[src/rtl/dp_alu_pkg.sv]
package dp_alu_pkg;
  typedef enum logic [3:0] {
    OP_AND = 4'd0,  OP_EOR = 4'd1,  OP_SUB = 4'd2,  OP_RSB = 4'd3,
    OP_ADD = 4'd4,  OP_ADC = 4'd5,  OP_SBC = 4'd6,  OP_RSC = 4'd7,
    OP_TST = 4'd8,  OP_TEQ = 4'd9,  OP_CMP = 4'd10, OP_CMN = 4'd11,
    OP_ORR = 4'd12, OP_MOV = 4'd13, OP_BIC = 4'd14, OP_MVN = 4'd15
  } op_e;

  typedef enum logic [3:0] {
    CC_EQ = 4'd0,  CC_NE = 4'd1,  CC_CS = 4'd2,  CC_CC = 4'd3,
    CC_MI = 4'd4,  CC_PL = 4'd5,  CC_VS = 4'd6,  CC_VC = 4'd7,
    CC_HI = 4'd8,  CC_LS = 4'd9,  CC_GE = 4'd10, CC_LT = 4'd11,
    CC_GT = 4'd12, CC_LE = 4'd13, CC_AL = 4'd14, CC_NV = 4'd15
  } cond_e;

  typedef enum logic [1:0] {CIN_ZERO, CIN_ONE, CIN_FLAG} cin_e;

  typedef struct packed {
    logic arith;
    logic cmp;
    logic swap;
    logic inv;
    cin_e cin;
  } dec_t;

  localparam int FL_N = 3;
  localparam int FL_Z = 2;
  localparam int FL_C = 1;
  localparam int FL_V = 0;
endpackage

[src/rtl/dp_alu_cond.sv]
module dp_alu_cond
  import dp_alu_pkg::*;
(
  input  logic [3:0] cond_i,
  input  logic [3:0] flags_i,
  output logic       pass_o
);
  logic n, z, c, v;
  assign n = flags_i[FL_N];
  assign z = flags_i[FL_Z];
  assign c = flags_i[FL_C];
  assign v = flags_i[FL_V];

  always_comb begin
    unique case (cond_e'(cond_i))
      CC_EQ:   pass_o = z;
      CC_NE:   pass_o = ~z;
      CC_CS:   pass_o = c;
      CC_CC:   pass_o = ~c;
      CC_MI:   pass_o = n;
      CC_PL:   pass_o = ~n;
      CC_VS:   pass_o = v;
      CC_VC:   pass_o = ~v;
      CC_HI:   pass_o = c & ~z;
      CC_LS:   pass_o = ~c | z;
      CC_GE:   pass_o = (n == v);
      CC_LT:   pass_o = (n != v);
      CC_GT:   pass_o = ~z & (n == v);
      CC_LE:   pass_o = z | (n != v);
      CC_AL:   pass_o = 1'b1;
      default: pass_o = 1'b0;
    endcase
  end
endmodule

[src/rtl/dp_alu_decode.sv]
module dp_alu_decode
  import dp_alu_pkg::*;
(
  input  logic [3:0] op_i,
  output dec_t       dec_o
);
  always_comb begin
    dec_o = '{arith: 1'b0, cmp: 1'b0, swap: 1'b0, inv: 1'b0, cin: CIN_ZERO};
    unique case (op_e'(op_i))
      OP_ADD: dec_o.arith = 1'b1;
      OP_ADC: begin dec_o.arith = 1'b1; dec_o.cin = CIN_FLAG; end
      OP_SUB: begin dec_o.arith = 1'b1; dec_o.inv = 1'b1; dec_o.cin = CIN_ONE; end
      OP_SBC: begin dec_o.arith = 1'b1; dec_o.inv = 1'b1; dec_o.cin = CIN_FLAG; end
      OP_RSB: begin
        dec_o.arith = 1'b1; dec_o.swap = 1'b1; dec_o.inv = 1'b1; dec_o.cin = CIN_ONE;
      end
      OP_RSC: begin
        dec_o.arith = 1'b1; dec_o.swap = 1'b1; dec_o.inv = 1'b1; dec_o.cin = CIN_FLAG;
      end
      OP_CMP: begin
        dec_o.arith = 1'b1; dec_o.cmp = 1'b1; dec_o.inv = 1'b1; dec_o.cin = CIN_ONE;
      end
      OP_CMN: begin dec_o.arith = 1'b1; dec_o.cmp = 1'b1; end
      OP_TST, OP_TEQ: dec_o.cmp = 1'b1;
      default: ;
    endcase
  end
endmodule

[src/rtl/dp_alu_adder.sv]
module dp_alu_adder #(
  parameter int WIDTH = 32
) (
  input  logic [WIDTH-1:0] x_i,
  input  logic [WIDTH-1:0] y_i,
  input  logic             cin_i,
  output logic [WIDTH-1:0] sum_o,
  output logic             cout_o,
  output logic             ovf_o
);
  logic [WIDTH:0] cy;
  assign cy[0] = cin_i;

  for (genvar i = 0; i < WIDTH; i++) begin : g_bit
    assign sum_o[i]  = x_i[i] ^ y_i[i] ^ cy[i];
    assign cy[i+1]   = (x_i[i] & y_i[i]) | (cy[i] & (x_i[i] ^ y_i[i]));
  end

  assign cout_o = cy[WIDTH];
  // signed overflow: carry into MSB differs from carry out
  assign ovf_o  = cy[WIDTH] ^ cy[WIDTH-1];
endmodule

[src/rtl/dp_alu_logic.sv]
module dp_alu_logic
  import dp_alu_pkg::*;
#(
  parameter int WIDTH = 32
) (
  input  logic [3:0]       op_i,
  input  logic [WIDTH-1:0] a_i,
  input  logic [WIDTH-1:0] b_i,
  output logic [WIDTH-1:0] res_o
);
  always_comb begin
    unique case (op_e'(op_i))
      OP_AND, OP_TST: res_o = a_i & b_i;
      OP_EOR, OP_TEQ: res_o = a_i ^ b_i;
      OP_ORR:         res_o = a_i | b_i;
      OP_BIC:         res_o = a_i & ~b_i;
      OP_MOV:         res_o = b_i;
      OP_MVN:         res_o = ~b_i;
      default:        res_o = '0;
    endcase
  end
endmodule

[src/rtl/dp_alu.sv]
module dp_alu
  import dp_alu_pkg::*;
#(
  parameter int WIDTH = 32
) (
  input  logic             clk_i,
  input  logic             rst_ni,
  input  logic [3:0]       op_i,
  input  logic [3:0]       cond_i,
  input  logic             s_i,
  input  logic [WIDTH-1:0] a_i,
  input  logic [WIDTH-1:0] b_i,
  input  logic             sh_carry_i,
  input  logic [3:0]       flags_i,
  output logic [WIDTH-1:0] result_o,
  output logic             wr_en_o,
  output logic [3:0]       flags_o
);
  localparam int MSB = WIDTH - 1;

  dec_t             dec;
  logic             pass;
  logic [WIDTH-1:0] add_x, add_y, sum, log_res, res;
  logic             add_cin, cout, ovf;
  logic             we_d, upd;
  logic [3:0]       flags_d;

  dp_alu_decode u_dec (.op_i(op_i), .dec_o(dec));

  dp_alu_cond u_cond (.cond_i(cond_i), .flags_i(flags_i), .pass_o(pass));

  always_comb begin
    add_x = dec.swap ? b_i : a_i;
    add_y = dec.swap ? a_i : b_i;
    if (dec.inv) add_y = ~add_y;
    unique case (dec.cin)
      CIN_ONE:  add_cin = 1'b1;
      CIN_FLAG: add_cin = flags_i[FL_C];
      default:  add_cin = 1'b0;
    endcase
  end

  dp_alu_adder #(.WIDTH(WIDTH)) u_add (
    .x_i(add_x), .y_i(add_y), .cin_i(add_cin),
    .sum_o(sum), .cout_o(cout), .ovf_o(ovf)
  );

  dp_alu_logic #(.WIDTH(WIDTH)) u_log (
    .op_i(op_i), .a_i(a_i), .b_i(b_i), .res_o(log_res)
  );

  always_comb begin
    res  = dec.arith ? sum : log_res;
    we_d = pass & ~dec.cmp;
    upd  = pass & (s_i | dec.cmp);
    if (upd) begin
      flags_d[FL_N] = res[MSB];
      flags_d[FL_Z] = ~|res;
      flags_d[FL_C] = dec.arith ? cout : sh_carry_i;
      flags_d[FL_V] = dec.arith ? ovf  : flags_i[FL_V];
    end else begin
      flags_d = flags_i;
    end
  end

  always_ff @(posedge clk_i or negedge rst_ni) begin
    if (!rst_ni) begin
      result_o <= '0;
      wr_en_o  <= 1'b0;
      flags_o  <= '0;
    end else begin
      result_o <= res;
      wr_en_o  <= we_d;
      flags_o  <= flags_d;
    end
  end
endmodule

[config.mk]
export PLATFORM = sky130hd
export DESIGN_NAME = dp_alu
export DESIGN_NICKNAME = d
export VERILOG_FILES = /design/src/rtl/dp_alu_pkg.sv /design/src/rtl/dp_alu_cond.sv /design/src/rtl/dp_alu_decode.sv /design/src/rtl/dp_alu_adder.sv /design/src/rtl/dp_alu_logic.sv /design/src/rtl/dp_alu.sv
export SDC_FILE = /design/constraint.sdc
export NUM_CORES = 1
export LEC_CHECK = 0
export BUFFER_PORTS_ARGS = -buffer_cell sky130_fd_sc_hd__buf_2
export CAP_MARGIN = 20
export CELL_PAD_IN_SITES_DETAIL_PLACEMENT = 0
export CELL_PAD_IN_SITES_GLOBAL_PLACEMENT = 2
export CORE_ASPECT_RATIO = 1.1
export CORE_UTILIZATION = 35
export CTS_CLUSTER_DIAMETER = 120
export DETAILED_ROUTE_END_ITERATION = 16
export PLACE_DENSITY_LB_ADDON = 0.3
export SYNTH_ARGS = -nofsm -noshare
export SYNTH_HDL_FRONTEND = slang
export SYNTH_SLANG_ARGS = --single-unit
[constraint.sdc]
create_clock -name clk_i -period 1 [get_ports clk_i]
set_input_delay 0.2 -clock clk_i [delete_from_list [all_inputs] [get_ports clk_i]]
set_output_delay 0.2 -clock clk_i [all_outputs]
set_load 0.005 [all_outputs]
; ---- Word level (Yosys, flattened, before mapping)
; Cells that the tools add are included.
[totals]
ff_bits = 37
latchBits = 0
ramBits = 0
romBits = 0
in_bits = 80
out_inout_bits = 37
wordCells = 242
memories = 0
[op_classes]
n_addsub = 0
mul = 0
n_div = 0
magnitude_cmp = 0
n_eq_ne = 33
shift = 0
muxes = 15
bitwise_logic = 179
n_reduce_logical = 12
[ops]
columns = op, n
row1 = $pmux 32 s6, 1
row2 = $mux 32, 4
row3 = $and 1x1->1, 68
row4 = $xor 1x1->1, 65
row5 = $and 32x32->32, 2
row6 = $not 32->32, 2
row7 = $eq 4x4->1 const B, 15
row8 = $or 1x1->1, 35
row9 = $eq 4x3->1 const B, 8
row10 = $or 32x32->32, 1
row11 = $reduce_or 32->1, 1
row12 = $xor 32x32->32, 1
row13 = $eq 4x2->1 const B, 4
row14 = $pmux 1 s15, 1
row15 = $eq 4x1->1 const B, 2
row16 = $logic_not 4->1, 2
row17 = $reduce_or 8->1, 1
row18 = $mux 1, 6
row19 = $reduce_or 2->1, 3
row20 = $reduce_or 3->1, 2
row21 = $not 1->1, 5
row22 = $reduce_or 5->1, 1
row23 = $mux 4, 1
row24 = $pmux 2 s2, 1
row25 = other kinds (7), 7

; ---- Logic depth before layout (Yosys ltp)
[logic_depth]
depth_word = 74
depth_mapped = 48
ltp_nobuf = 44

; ---- Hierarchy
; From an unflattened synthesis, not the netlist that was laid out.
[unflattened]
cells_unflattened = 667
area_unflattened_um2 = 6007.0
[by_module_without_submodules]
columns = mod, instances, cells_each, area_per_inst_um2, seq_area_each_um2
row1 = dp_alu, 1, 227, 2605.0, 925.9
row2 = dp_alu_logic, 1, 358, 2467.4, 0.0
row3 = dp_alu_adder, 1, 43, 686.9, 0.0
row4 = dp_alu_cond, 1, 28, 193.9, 0.0
row5 = dp_alu_decode, 1, 11, 53.8, 0.0

; ---- Least setup slack after synthesis
; OpenSTA, ideal clock, no wires.
[synth_path]
path_type = input to register
start = input port op_i[1]
end = register flags_o[2]
setup_ps = 92
t_arrival_ps = 16650
required_time_ps = 908
setup_slack_ps = -15742
path_stages = 46
path_buffers = 6
path_cell_list = buf_2 buf_4 buf_2 buf_2 nand3_1 clkbuf_1 clkbuf_1 a21oi_1 fa_1 fa_1 fa_1 fa_1 fa_1 fa_1 fa_1 fa_1 fa_1 fa_1 [... 10 more ...] fa_1 fa_1 fa_1 fa_1 fa_1 fa_1 fa_1 fa_1 fa_1 fa_1 fa_1 inv_1 fa_1 a2bb2oi_1 o221ai_1 nor4_1 nand4b_1 o31ai_2
[synth_between]
elab_chain_len = 74
word_cells_on_any_way = 200
classes_between = 17 x eq/ne / 12 x mux / 160 x bitwise / 11 x reduce/logical
[synth_rtl]
columns = element, line
row1 = "start, declared", dp_alu.sv:8  ; input logic [3:0] op_i,
row2 = "parallel branches: the longest is 70 deep, another holds $eq 4x2->1", --
row3 = $mux 32 *, dp_alu.sv:53  ; res = dec.arith ? sum : log_res;
row4 = named net res[31], dp_alu.sv:23  ; logic [WIDTH-1:0] add_x, add_y, sum, log_res, res;
row5 = $reduce_or 32->1 *, dp_alu.sv:58  ; flags_d[FL_Z] = ~|res;
row6 = $logic_not 1->1 *, dp_alu.sv:58
row7 = $mux 4 *, dp_alu.sv:56  ; if (upd) begin
row8 = named net flags_d[2], dp_alu.sv:26  ; logic [3:0] flags_d;
row9 = "end signal, assigned", dp_alu.sv:74  ; flags_o <= flags_d;
row10 = "end, declared", dp_alu.sv:17  ; output logic [3:0] flags_o
; Mark *: on every way through the listed nets, which the timed path passes.

; ---- Final worst setup path
[layout_path]
start = input port op_i[2]
end = register flags_o[2]
; Same word-level chain as after synthesis.

==> results.yml <==
outcome:
  outcome: "complete, but fails checks"
  violations: "setup timing"
pwr:
  peakVddDrop_uv: 891
  p_per_area_nw_per_um2: 1120
  clkPwrFrac_pct: 20.8
  p_total_mw: 9.38
  seqPwrFrac_pct: 20.1
  netSwitchingFraction_pct: 38.0
  pwr-share-comb_pct: 59.0
  power.static_leakage_nw: 4.00
  p_int_mw: 5.81
  power_switching_mw: 3.57
logic_synthesis:
  async_reset_ff_share_pct: 100
  ys_ff_latch: 37
  netlist_instances: 708
  synth-main-ff-cell: "dfrtp_1"
  synth_edf_count: 0
  syn_area_per_cell_um2: 7.84
  ys_types: 70
  yosys.area.top_type: "dfrtp_1"
  yosys_warnings: 0
  synth-seq-area-share_pct: 16.7
  synth.area.top_cells: "dfrtp_1, fa_1, ha_1"
  yosysMostFrequentCell: "inv_1"
  yosys-top-cells-count: "inv_1, nor2_1, nand2_1, o21ai_0, a21oi_1"
  synth_nets: 854
  syn_area_um2: 5550
  yosys.area.top_type_share_pct: 16.7
final_layout:
  num_antenna_cells: 0
  seq_area_um2: 926
  finalInstanceArea_um2: 8390
  fillCellCount: 1470
  multi_input_area_um2: 4480
  layout-drive-gt1-share_pct: 44.7
  layout.nets: 1137
  area_growth_pct: 51.1
placement:
  gp_congestion: 0.929
  io_buffers: 116
  dp_slack_ns: -13.27
  place_hpwl_um: 17500
  placed_cell_area_um2: 7900
global_routing:
  grt_overflow: 0
  grt_pass1_wl_um: 34900
  grt.total_usage_pct: 28.4
  antenna_found_initial: 0
  grt_start_max_net_pins: 85
  grt_pass1_vias: 6366
clock_network:
  cts_tree: "done"
  cts_root_buf: "clkbuf_16"
  clockBufferDepth: 2
  ctsHtreeMaxLevel: 2
  clock_sinks: 37
  cts_buffers: 5
  clk_transition_reported_paths_ns: 0.08
floorplan:
  num_io_pins: 117
  row_count: 47
  die_x_um: 122
  initial_core_util_pct: 36.3
  coreArea_um2: 15300
  dieArea_um2: 16400
  die_y_um: 134
routing:
  wl_per_cell_um: 19.3
  drc: 0
  vias_per_cell: 5.43
  drt_iter0_drc: 468
  ant_nets: 0
  routed_wl_um: 22900
  dr.pass1.iters: 5
  vias: 6449
setup_path:
  crit_end: "flags_o[2]"
  max_stage_delay_ns: 0.42
  worstPathArrival_ns: 14.14
  cp-start-kind: "input pin"
  path_max_fanout: 4
  cp_slowest_cell: "fa_2"
  cp-end-kind: "register"
  critPathLaunch: "op_i[2]"
  critPathKind: "input pin to register"
  required_ns: 1.22
  cp_common_cell: "fa_2"
sta:
  finalCritPeriodShare_pct: 1390
  slew-limit-headroom_pct: 46.2
  grt_setup_unrepaired: "yes"
  fmax_mhz: 71.8
  period_minus_slack_ns: 13.93
  finalSetupViolations: 38
  tightest_slew_ns: 0.802
  finalSetupTns_ns: -270.71
  slew_viol_final: 0
  timing.final.ws_setup_ns: -12.93
  hold_viol_final: 0
min_path:
  min_path_type: "input pin to register"
job:
  cap_violations: 0
[registers in the layout, summed over array words and instances (netlist names)]
signal and count:
result_o 32, wr_en_o 1, flags_o 4
[how the worst min path moves through the flow]
stage | from | to | slack (ns) | cells after the start
after floorplan | rst_ni | flags_o[0] | -0.1 | 0
after global placement | rst_ni | result_o[10] | 0.19 | 2
after detailed placement | rst_ni | result_o[10] | 0.19 | 2
after CTS | sh_carry_i | flags_o[1] | 0.21 | 3
after global routing | sh_carry_i | flags_o[1] | 0.23 | 3
final | sh_carry_i | flags_o[1] | 0.21 | 3
[metal layers]
layer / share of wire, % / vias to the layer above / global-route usage (%)
met5: 0 / - / 0
met4: 3.1 / 0 / 10.4
met3: 5.5 / 39 / 3.15
met2: 46 / 226 / 45.1
met1: 45 / 3072 / 39.4
li1: - / 3112 / -
[power by group through the flow]
stage | combinational [mW] | sequential, mW | clock, mW
6_report | 5.53 | 1.89 | 1.95
5_1_grt | 6.05 | 1.93 | 2.09
4_1_cts | 5.39 | 1.89 | 2.03
3_5_place_dp | 5.14 | 1.92 | 0
3_3_place_gp | 5.08 | 1.91 | 0
2_1_floorplan | 2.64 | 1.98 | 0
[per-stage QoR]
step	util [%]	instances	hold slack (ns)
5_1_grt	54.9	1188	0.231
6_report	54.9	1188	0.211
4_1_cts	54.1	1182	0.212
2_1_floorplan	-	708	-0.0956
3_3_place_gp	51.7	1171	0.189
3_5_place_dp	51.7	1171	0.193
[critical path, delay by kind of cell]
family / cells / cell delay, ns
and+or+nand+nor: 4 / 0.66
AOI/OAI and AO/OA: 5 / 0.77
adders and majority gates: 33 / 12.23
buffers and inverters: 3 / 0.29
[cell usage in the layout (no fill, tap or decap), drive strengths merged, types with 32 or more instances in the layout]
master / synthesis / routed
ha: 34 / 34
dfrtp: 37 / 37
buf: 36 / 332
inv: 71 / 71
fa: 32 / 32
nand2: 59 / 59
nor2: 63 / 63
a21oi: 54 / 54
o21ai: 59 / 59
xnor2: 34 / 34
[cell families after synthesis]
kind of cell | Yosys count | synth area share [%]
compound gates | 235 | 28.8
simple gates | 198 | 18.0
buf+inv | 128 | 10.1
fa+ha+maj | 66 | 19.2
flops | 37 | 16.7
xor+xnor | 35 | 5.52
mux | 9 | 1.65
[final cells by class]
cell class | count | share of cell area [%]
inverters | 71 | 3.18
repair buffers | 333 | 27.5
multi-input cells | 543 | 53.4
well taps | 196 | 2.92
clock buffers | 5 | 1.49
clock inverters | 3 | 0.552
flip-flops and latches | 37 | 11.0
[timing repair]
action | CTS | global route
hold buffers | 1 | 0
buffers inserted | 8 | 12
gates resized for setup | 41 | 18
endpoints found under the setup margin | 44 | 63
endpoints found under the hold margin | 37 | 0
pin swaps | 14 | 19
(Power assumes the default switching activity.)
